**src/rtl/booth_pkg.sv**
```systemverilog
// Shared types and helpers for the radix-4 Booth multiplier.
// Assumes: callers pass a three-bit multiplier window, low bit = bit 2i-1.
package booth_pkg;

    // Addend selection for one window: magnitude choice and sign.
    typedef struct packed {
        logic neg;  // addend is negated
        logic one;  // magnitude is A
        logic two;  // magnitude is 2A
    } booth_sel_t;

    // Map a three-bit window onto an addend selection.
    function automatic booth_sel_t booth_decode(input logic [2:0] win);
        booth_sel_t s;
        s = '0;
        case (win)
            3'b001, 3'b010: s.one = 1'b1;
            3'b011:         s.two = 1'b1;
            3'b100:         begin s.two = 1'b1; s.neg = 1'b1; end
            3'b101, 3'b110: begin s.one = 1'b1; s.neg = 1'b1; end
            default:        s = '0;   // 000 and 111 select zero
        endcase
        return s;
    endfunction

    // Rows left after one 3:2 level acting on r rows.
    function automatic int csa_next_rows(input int r);
        return 2 * (r / 3) + (r % 3);
    endfunction

endpackage

```
**src/rtl/csa_row.sv**
```systemverilog
// One 3:2 carry-save level of width W: a full adder for each bit column.
// The carry row is returned already shifted one place left; the carry
// out of the top column is dropped (products are taken modulo 2^W).
module csa_row #(
    parameter int W = 32
) (
    input  logic [W-1:0] x_i,
    input  logic [W-1:0] y_i,
    input  logic [W-1:0] z_i,
    output logic [W-1:0] sum_o,
    output logic [W-1:0] carry_o
);

    assign carry_o[0] = 1'b0;

    // Per-column full adders.
    for (genvar k = 0; k < W; k++) begin : g_col
        assign sum_o[k] = x_i[k] ^ y_i[k] ^ z_i[k];
        if (k < W - 1) begin : g_cy
            assign carry_o[k+1] = (x_i[k] & y_i[k]) | (x_i[k] & z_i[k]) | (y_i[k] & z_i[k]);
        end
    end

endmodule

```
**src/rtl/csa_reduce.sv**
```systemverilog
// Recursive carry-save reduction of ROWS rows of width W down to two rows.
// Each level compresses full groups of three rows and forwards the
// zero, one or two leftover rows unchanged to the next level.
// Assumes: ROWS >= 1; rows are packed with row r at bits [r*W +: W].
module csa_reduce #(
    parameter int W    = 32,
    parameter int ROWS = 9
) (
    input  logic [ROWS*W-1:0] rows_i,
    output logic [W-1:0]      sum_o,
    output logic [W-1:0]      carry_o
);
    import booth_pkg::*;

    if (ROWS == 1) begin : g_one
        assign sum_o   = rows_i;
        assign carry_o = '0;
    end else if (ROWS == 2) begin : g_two
        assign sum_o   = rows_i[W-1:0];
        assign carry_o = rows_i[2*W-1:W];
    end else begin : g_level
        localparam int NGRP = ROWS / 3;
        localparam int NREM = ROWS % 3;
        localparam int NXT  = csa_next_rows(ROWS);

        logic [NXT*W-1:0] nxt;

        // Full groups of three rows into adder arrays.
        for (genvar g = 0; g < NGRP; g++) begin : g_grp
            csa_row #(.W(W)) u_row (
                .x_i    (rows_i[(3*g)*W +: W]),
                .y_i    (rows_i[(3*g+1)*W +: W]),
                .z_i    (rows_i[(3*g+2)*W +: W]),
                .sum_o  (nxt[(2*g)*W +: W]),
                .carry_o(nxt[(2*g+1)*W +: W])
            );
        end

        // Leftover rows bypass this level.
        for (genvar r = 0; r < NREM; r++) begin : g_pass
            assign nxt[(2*NGRP+r)*W +: W] = rows_i[(3*NGRP+r)*W +: W];
        end

        csa_reduce #(.W(W), .ROWS(NXT)) u_next (
            .rows_i (nxt),
            .sum_o  (sum_o),
            .carry_o(carry_o)
        );
    end

endmodule

```
**src/rtl/booth_pp_gen.sv**
```systemverilog
// Radix-4 Booth partial-product generator.
// Produces G = ceil(N/2) rows of width 2N, row i holding the selected
// addend sign-extended and shifted left by 2i, plus one correction row
// carrying the +1 of each negated row at bit 2i.
// Assumes: both operands are two's complement; bit -1 of b is 0.
module booth_pp_gen #(
    parameter int N = 16
) (
    input  logic [N-1:0]                     a_i,
    input  logic [N-1:0]                     b_i,
    output logic [(((N+1)/2)+1)*(2*N)-1:0]   rows_o
);
    import booth_pkg::*;

    localparam int W  = 2 * N;
    localparam int G  = (N + 1) / 2;
    localparam int BX = 2 * G;

    logic [BX-1:0] b_sx;
    logic [BX:0]   b_ext;
    logic [W-1:0]  a_one;
    logic [W-1:0]  a_two;
    logic [W-1:0]  corr;
    booth_sel_t    sel [G];

    assign b_sx  = BX'(signed'(b_i));
    assign b_ext = {b_sx, 1'b0};
    assign a_one = W'(signed'(a_i));
    assign a_two = {a_one[W-2:0], 1'b0};

    // One selected and shifted addend per window.
    for (genvar i = 0; i < G; i++) begin : g_win
        localparam int SH = 2 * i;
        logic [W-1:0] mag;
        logic [W-1:0] signed_mag;

        assign sel[i]     = booth_decode(b_ext[SH+2:SH]);
        assign mag        = sel[i].two ? a_two : (sel[i].one ? a_one : '0);
        assign signed_mag = sel[i].neg ? ~mag : mag;
        assign rows_o[i*W +: W] = signed_mag << SH;
    end

    // Collect the +1 of every negated row into the correction row.
    always_comb begin
        corr = '0;
        for (int i = 0; i < G; i++) begin
            corr[2*i] = sel[i].neg;
        end
    end

    assign rows_o[G*W +: W] = corr;

endmodule

```
**src/rtl/booth_csa_mult.sv**
```systemverilog
// Registered signed multiplier: operand registers, Booth recoding,
// carry-save reduction, one carry-propagate adder, product register.
// Latency two rising edges; one new operand pair accepted per cycle.
// Assumes: synchronous active-low reset; N >= 2.
module booth_csa_mult #(
    parameter int N = 16
) (
    input  logic           clk,
    input  logic           rst_n,
    input  logic [N-1:0]   opnd_a,
    input  logic [N-1:0]   opnd_b,
    output logic [2*N-1:0] product
);

    localparam int W    = 2 * N;
    localparam int G    = (N + 1) / 2;
    localparam int ROWS = G + 1;

    logic [N-1:0]      a_q;
    logic [N-1:0]      b_q;
    logic [ROWS*W-1:0] pp_rows;
    logic [W-1:0]      red_sum;
    logic [W-1:0]      red_carry;
    logic [W-1:0]      full_sum;

    // Capture the operands for this cycle's multiply.
    always_ff @(posedge clk) begin
        if (!rst_n) begin
            a_q <= '0;
            b_q <= '0;
        end else begin
            a_q <= opnd_a;
            b_q <= opnd_b;
        end
    end

    booth_pp_gen #(.N(N)) u_ppgen (
        .a_i   (a_q),
        .b_i   (b_q),
        .rows_o(pp_rows)
    );

    csa_reduce #(.W(W), .ROWS(ROWS)) u_tree (
        .rows_i (pp_rows),
        .sum_o  (red_sum),
        .carry_o(red_carry)
    );

    assign full_sum = red_sum + red_carry;

    // Hold the finished product for the consumer.
    always_ff @(posedge clk) begin
        if (!rst_n) begin
            product <= '0;
        end else begin
            product <= full_sum;
        end
    end

endmodule

```
**config.mk**
```make
export PLATFORM = sky130hd
export DESIGN_NAME = booth_csa_mult
export DESIGN_NICKNAME = d
export VERILOG_FILES = /design/src/rtl/booth_pkg.sv /design/src/rtl/csa_row.sv /design/src/rtl/csa_reduce.sv /design/src/rtl/booth_pp_gen.sv /design/src/rtl/booth_csa_mult.sv
export SDC_FILE = /design/constraint.sdc
export NUM_CORES = 1
export LEC_CHECK = 0
export BUFFER_PORTS_ARGS = -buffer_cell sky130_fd_sc_hd__buf_2
export CAP_MARGIN = 5
export CORE_MARGIN = 2
export CORE_UTILIZATION = 60
export CTS_BUF_LIST = sky130_fd_sc_hd__clkbuf_2
export DETAILED_ROUTE_END_ITERATION = 12
export PLACE_DENSITY = 0.79
export SLEW_MARGIN = 20
export SYNTH_ARGS = -nofsm -noshare
export SYNTH_HDL_FRONTEND = slang
export SYNTH_SLANG_ARGS = --single-unit
```
**constraint.sdc**
```tcl
create_clock -name clk -period 15.15 [get_ports clk]
set_input_delay 2.2725 -clock clk [delete_from_list [all_inputs] [get_ports clk]]
set_output_delay 2.2725 -clock clk [all_outputs]
set_load 0.01 [all_outputs]
```
After elaboration in Yosys (flattened, before gate mapping):

Index checks and enable logic that the tools add are counted.

* register bits after elaboration: 64
* logic and storage cells: 1166
* output and inout bits: 32

* bitwise logic cells: 1046
* add/sub/neg operators: 1
* muxes and demuxes: 48
* reduce and logical (&&, ||, !) cells: 23
* equality and inequality tests: 45

Operator list (count)
* bitwise AND 1 bit: 445
* XOR 1 bit: 323
* OR 1 bit: 270
* 2-to-1 mux 32 bit: 3
* 2-to-1 mux 30 bit: 3
* 2-to-1 mux 28 bit: 3
* 2-to-1 mux 26 bit: 3
* 2-to-1 mux 24 bit: 3
* 2-to-1 mux 22 bit: 3
* == test 3 bit, second input constant: 21
* 2-to-1 mux 20 bit: 3
* 2-to-1 mux 18 bit: 3
* == test 3 x 2 -> 1 bit, second input constant: 14
* adder 32 bit: 1
* inverter 32 bit: 1
* inverter 30 bit: 1
* inverter 28 bit: 1
* OR reduction 4 bit: 7
* inverter 26 bit: 1
* 2-to-1 mux 1 bit: 24
* inverter 24 bit: 1
* inverter 22 bit: 1
* == test 3 x 1 -> 1 bit, second input constant: 7
* OR reduction 3 bit: 7
* other kinds (5): 14

Depth between registers and ports, before layout:

* depth in word-level cells: 20
* depth in mapped cells: 23
* gate-level depth less buffers: 21

Cells and area by module:

Synthesis repeated with hierarchy kept, for this count alone.

* cell total of the unflattened synthesis: 1354
* area, all modules: 13316.5 sq um

By module, submodules not included
* booth_pp_gen: cells each 656, times used 1, area each 4692.0 sq um, sequential area each 0.0 sq um
* csa_row: cells each 34, times used 7, area each 655.6 sq um, sequential area each 0.0 sq um
* booth_csa_mult: cells each 396, times used 1, area each 3554.7 sq um, sequential area each 1281.2 sq um
* csa_reduce (u_tree.g_level.u_next.g_level.u_next.g_level.u_next.g_level.u_next): cells each 64, times used 1, area each 480.5 sq um, sequential area each 0.0 sq um

Least setup slack after synthesis:

Ideal clock, no wire load.

* path type: register -> register
* from: reg b_q[1]
* to: reg product[31]
* arrival: 5440 ps
* period minus slack after synthesis: 5546 ps
* required time: 15044 ps
* path buffers: 2
* library setup time: 106 ps
* cell stages (with the launch flop): 20
* path slack: 9604 ps
* cells stage by stage: dfxtp_1 > clkbuf_1 > clkbuf_1 > o21ai_0 > o21ai_0 > inv_1 > fa_1 > inv_1 > fa_1 > inv_1 > fa_1 > inv_1 > fa_1 > ha_1 > and4_1 > nand3_1 > or4_1 > o21ai_1 > a221oi_1 > o311ai_0

* word-level cells in the longest chain between the ends: 20
* elaborated cells on any way between the ends: 745

RTL lines
* from (decl): RTL line booth_csa_mult.sv:20 `logic [N-1:0] b_q;`
* from (signal assigned): RTL line booth_csa_mult.sv:33 `b_q <= opnd_b;`
* == test 3 x 1 -> 1 bit, or another cell as far along: RTL line booth_pkg.sv:16 `case (win)`
* OR reduction 4 bit (no line) / OR reduction 2 bit (equally long branches)
* 2-to-1 mux 1 bit: RTL line booth_pkg.sv:16
* 2-to-1 mux 30 bit / 2-to-1 mux 32 bit (equally long branches) (2 in a row): RTL line booth_pp_gen.sv:38 `assign mag = sel[i].two ? a_two : (sel[i].one ? a_one : '0);`
* inverter 30 bit / inverter 32 bit (equally long branches): RTL line booth_pp_gen.sv:39 `assign signed_mag = sel[i].neg ? ~mag : mag;`
* 2-to-1 mux 30 bit / 2-to-1 mux 32 bit (equally long branches): RTL line booth_pp_gen.sv:39
* bitwise AND 1 bit: RTL line csa_row.sv:20 `assign carry_o[k+1] = (x_i[k] & y_i[k]) | (x_i[k] & z_i[k]) | (y_i[k] & z_i[k]);`
* OR 1 bit (2 in a row): RTL line csa_row.sv:20
* bitwise AND 1 bit: RTL line csa_row.sv:20
* OR 1 bit (2 in a row): RTL line csa_row.sv:20
* bitwise AND 1 bit: RTL line csa_row.sv:20
* OR 1 bit (2 in a row): RTL line csa_row.sv:20
* bitwise AND 1 bit: RTL line csa_row.sv:20
* OR 1 bit (2 in a row): RTL line csa_row.sv:20
* adder 32 bit (*): RTL line booth_csa_mult.sv:49 `assign full_sum = red_sum + red_carry;`
* to (signal assigned): RTL line booth_csa_mult.sv:56 `product <= full_sum;`
* to (decl): RTL line booth_csa_mult.sv:12 `output logic [2*N-1:0] product`

Mark *: on every way between the ends. The rest lies on a longest branch, timed or not.
A chain may end at the register's enable or synchronous reset.

Final worst setup path:

* from: reg b_q[13]
* to: reg product[30]

* word-level cells in the longest chain between the ends: 18
* elaborated cells on any way between the ends: 405

RTL lines
* == test 3 x 1 -> 1 bit, or another cell as far along: RTL line booth_pkg.sv:16
* OR reduction 4 bit (no line)
* 2-to-1 mux 1 bit: RTL line booth_pkg.sv:16
* 2-to-1 mux 20 bit / 2-to-1 mux 18 bit (equally long branches) (2 in a row): RTL line booth_pp_gen.sv:38
* inverter 20 bit / inverter 18 bit (equally long branches): RTL line booth_pp_gen.sv:39
* 2-to-1 mux 20 bit / 2-to-1 mux 18 bit (equally long branches): RTL line booth_pp_gen.sv:39
* bitwise AND 1 bit: RTL line csa_row.sv:20
* OR 1 bit (2 in a row): RTL line csa_row.sv:20
* XOR 1 bit: RTL line csa_row.sv:18 `assign sum_o[k] = x_i[k] ^ y_i[k] ^ z_i[k];`
* bitwise AND 1 bit: RTL line csa_row.sv:20
* OR 1 bit (2 in a row): RTL line csa_row.sv:20
* bitwise AND 1 bit: RTL line csa_row.sv:20
* OR 1 bit (2 in a row): RTL line csa_row.sv:20
* adder 32 bit (*): RTL line booth_csa_mult.sv:49

Marked as above.

==> results summary <==
The fraction of the yosys area taken by sequential cells is about an eighth. For this run, design rule violations remaining after detail routing come to 0. The tree is rooted in a sky130_fd_sc_hd__clkbuf_2.

The accumulated negative setup slack came out at 0 ns. The cell family contributing the most delay on the critical path is adder cells. The worst hold path belongs to the class reg -> reg. The clock transition at the register clock pins on the worst setup and hold paths after CTS came out at 0.20 ns. The clock latency of the later-clocked register in the worst-skew pair came out at 0.58 ns. The maximum VDD drop is 158.6 uV. The startpoint identified for the worst register-to-register timing path is b_q[13]. After detailed routing, the met2 layer carries around 11000 um of wire. The register bit count reported by yosys is 64.

STA classifies the critical path endpoint as a register. The run finished with clean final reports. The TritonCTS clock tree is yes. The final count of negative-setup-slack endpoints came out at 0. The nature of the critical path startpoint is a register. The global router's overall resource usage came out at between 20 and 30%. The total global routing overflow is 0.

Summing every instance area after synthesis gives 10320 um2. The share of layout cells above drive strength 1 came out at under 10%. The number of cells on the worst reg-to-reg path is 19. The first global-routing pass estimated 41230 um of wire. By area the synthesized netlist is led by sky130_fd_sc_hd__fa_1, sky130_fd_sc_hd__dfxtp_1, sky130_fd_sc_hd__xor2_1.

For this design the static power due to leakage is around 5.3 nW. After detailed routing, the total wire length is between 20000 and 30000 um. Detailed routing inserted a total of 8466 vias.

For the worst setup path, the data required time is about 16 ns. The smallest hold slack came out at 0.8467 ns. The worst hold path passes through 2 cells. The highest attainable clock frequency came out at 0.1503 GHz. The endpoint identified for the worst register-to-register timing path is product[30]. The die height came out at around 140 um. The final count of pins violating max slew came out at 0.

Port buffering added 65 buffers. The post-synthesis average cell area came out at around 8.3 um2. The number of buffers and inverters on the critical path is 3. The biggest area contributor in the post-synthesis netlist is sky130_fd_sc_hd__fa_1. The total clock sinks came out at 64. In the final routed layout, each cell accounts on average for between 15 and 20 um. The final period demand of the worst path is about 6.7 ns. The full die area came out at roughly 18000 um2. The effective utilization at floorplan came out at around 60%. The top-level I/O count came out at 66. The synthesized netlist net count is 1461.

The core area is about 17000 um2. Among all stages on the critical path, the largest delay is contributed by sky130_fd_sc_hd__dfxtp_1. The data arrival time of the critical path is between 7 and 8 ns. The floorplan die width is ~140 um. The power per standard cell area is 225.9 nW/um2. The number of clock buffers inserted by TritonCTS is 9.

For hold timing, the worst endpoint is product[0]. The total count of hold-check failures in the final report was 0. The cell count after synthesis is approximately 1200. The largest stage delay on the critical path is 1.00 ns.

The total iterations of the first detailed-routing run is 6. The pin count of the biggest net entering global routing came out at 54. sky130_fd_sc_hd__inv_1 is the most common cell in the netlist. The number of warnings printed during yosys synthesis is 0.

The highest metal layer with signal wires is met4. After layout, the worst setup slack is between 8 and 9 ns. The synthesis-to-layout area growth is 3.878%. The number of enable flip-flop cells after synthesis is 0. The number of DRC violations after detailed-routing iteration 0 came out at between 700 and 800. Setup repair after global routing left no endpoint under its margin. The worst path uses 43.92% of the clock period. The HPWL after detailed placement is ~19000 um. The longest clock path from root to sink contains 2 buffers. The largest fanout on the critical path is 27.

The worst setup slack before clock tree synthesis came out at between 8 and 9 ns. The critical path start-end classification is reg -> reg. The clock arrives with 0.02946 ns of skew. The cts-stage hold buffer count came out at 0.

The number of levels the H-tree was split into came out at 3. For this run, the leading register cell type out of synthesis is sky130_fd_sc_hd__dfxtp_1. The worst-margin pin slew came out at approximately 1.1 ns.

The final RePlAce weighted congestion is slightly above 0.9. The remaining antenna violation count after routing is 0. The count of max-cap constraint violations is 0. In this run the tightest slew margin relative to its limit is approximately a quarter. The post-CTS setup-driven buffer insertion count came out at 0.

For this run, the post-layout net count is 1451. Walking the worst path, the cells encountered are inv_1 -> ha_1 -> mux2i_4 -> and3_1 -> a21oi_1 -> xor2_1 -> ha_1 -> inv_1 -> fa_1 -> fa_1 -> inv_1 -> fa_1 -> ha_1 -> a21oi_1 -> o21ai_1 -> or3_1 -> a311oi_1 -> o21ai_1 -> mux2i_1. The worst register-to-register path has a setup slack of 8.50 ns.

The number of resized instances in the post-cts repair step came out at 0. The number of global-route vias before repair is around 7800. The detailed-route wire length on metal 1 came out at about 11000 um. The fraction of registers with async set or reset after synthesis came out at 0%. The share of the synthesized area in the top cell type came out at 22.49%.

The commonest cells after synthesis are sky130_fd_sc_hd__inv_1, sky130_fd_sc_hd__xor2_1, sky130_fd_sc_hd__fa_1, sky130_fd_sc_hd__nor2_1, sky130_fd_sc_hd__ha_1. The cell row count came out at 47. The synthesized netlist contains between 70 and 80 unique library cells.

The initial antenna violation count came to 1. After detailed routing, the number of vias per cell comes to 5.823. Summed over all nets, wire length on met3 after detailed routing comes to 2449 um. The hold path startpoint is b_q[0].
report_power, final:
| part | switching, mW | total (mW) | internal (mW) |
|---|---|---|---|
| clock | 0.0685 | 0.104 | 0.0351 |
| combinational | 1.23 | 2.07 | 0.844 |
| sequential | 0.0289 | 0.246 | 0.217 |
routing by layer:
layer / global-route usage [%] / up-vias
met5: 0 / -
met4: 10.07 / 0
met3: 6.659 / 51
met2: 42.87 / 372
met1: 41.78 / 3965
li1: - / 4078
flip-flops by register name, summed over array words and instances, names as in the netlist:
name and count:
b_q 16, a_q 16, product 32
area by class of cell:
type	count	area [um2]
multi-input combinational	890	7963
antenna	2	5.005
fill	1465	5976
timing repair buffer	74	392.9
tap	220	275.3
clock buffer	9	45.04
clock inverter	6	51.30
inverter	189	709.4
sequential	64	1284
worst max-delay path by stage:
stage          cells after the start  slack [ns]          end    start
3_3_place_gp                      19        8.32  product[30]  b_q[13]
5_1_grt                           19        8.15  product[30]  b_q[13]
3_5_place_dp                      19        8.31  product[30]  b_q[13]
6_report                          19        8.50  product[30]  b_q[13]
2_1_floorplan                     19        9.60  product[31]   b_q[1]
4_1_cts                           19        8.28  product[30]  b_q[13]
logic make-up (layout without fill, tap and decap cells):
logic type | after synthesis | in the layout | synth area share [%]
buf+inv | 284 | 278 | 10.83
flops | 64 | 64 | 12.41
simple gates | 255 | 255 | 12.42
xor+xnor | 147 | 147 | 12.47
mux | 7 | 7 | 0.6908
fa+ha+maj | 189 | 189 | 31.34
compound gates | 292 | 292 | 19.84
other cells | 0 | 2 | 0
worst min-delay path, stage by stage, from the launching register on:
cell,delay (ns)
sky130_fd_sc_hd__dfxtp_1,0.35
sky130_fd_sc_hd__buf_4,0.22
sky130_fd_sc_hd__and3_1,0.22
cell usage in the layout (no fill, tap or decap), drive strengths merged, types with 4 or more instances in the layout:
cell	count
a211oi	4
a21o	12
a21oi	57
a221o	42
a221oi	12
a22oi	40
a31oi	17
and2	43
and3	12
buf	74
clkbuf	9
clkinv	5
dfxtp	64
fa	116
ha	73
inv	189
mux2i	6
nand2	36
nand2b	10
nand3	7
nand3b	6
nand4	6
nor2	99
nor3	13
nor3b	7
o21a	6
o21ai	75
o21bai	4
xnor2	24
xor2	123
per-stage QoR:
stage	util (%)	area [um2]	power, mW	cells
finish	64.22	10730	2.423	1454
global route	64.22	10730	2.714	1454
CTS	63.97	10680	2.407	1452
detailed placement	63.40	10590	2.291	1437
global placement	63.40	10590	2.267	1437
floorplan	-	10320	1.947	1238
Note: power is estimated with default switching activity, not from simulation.
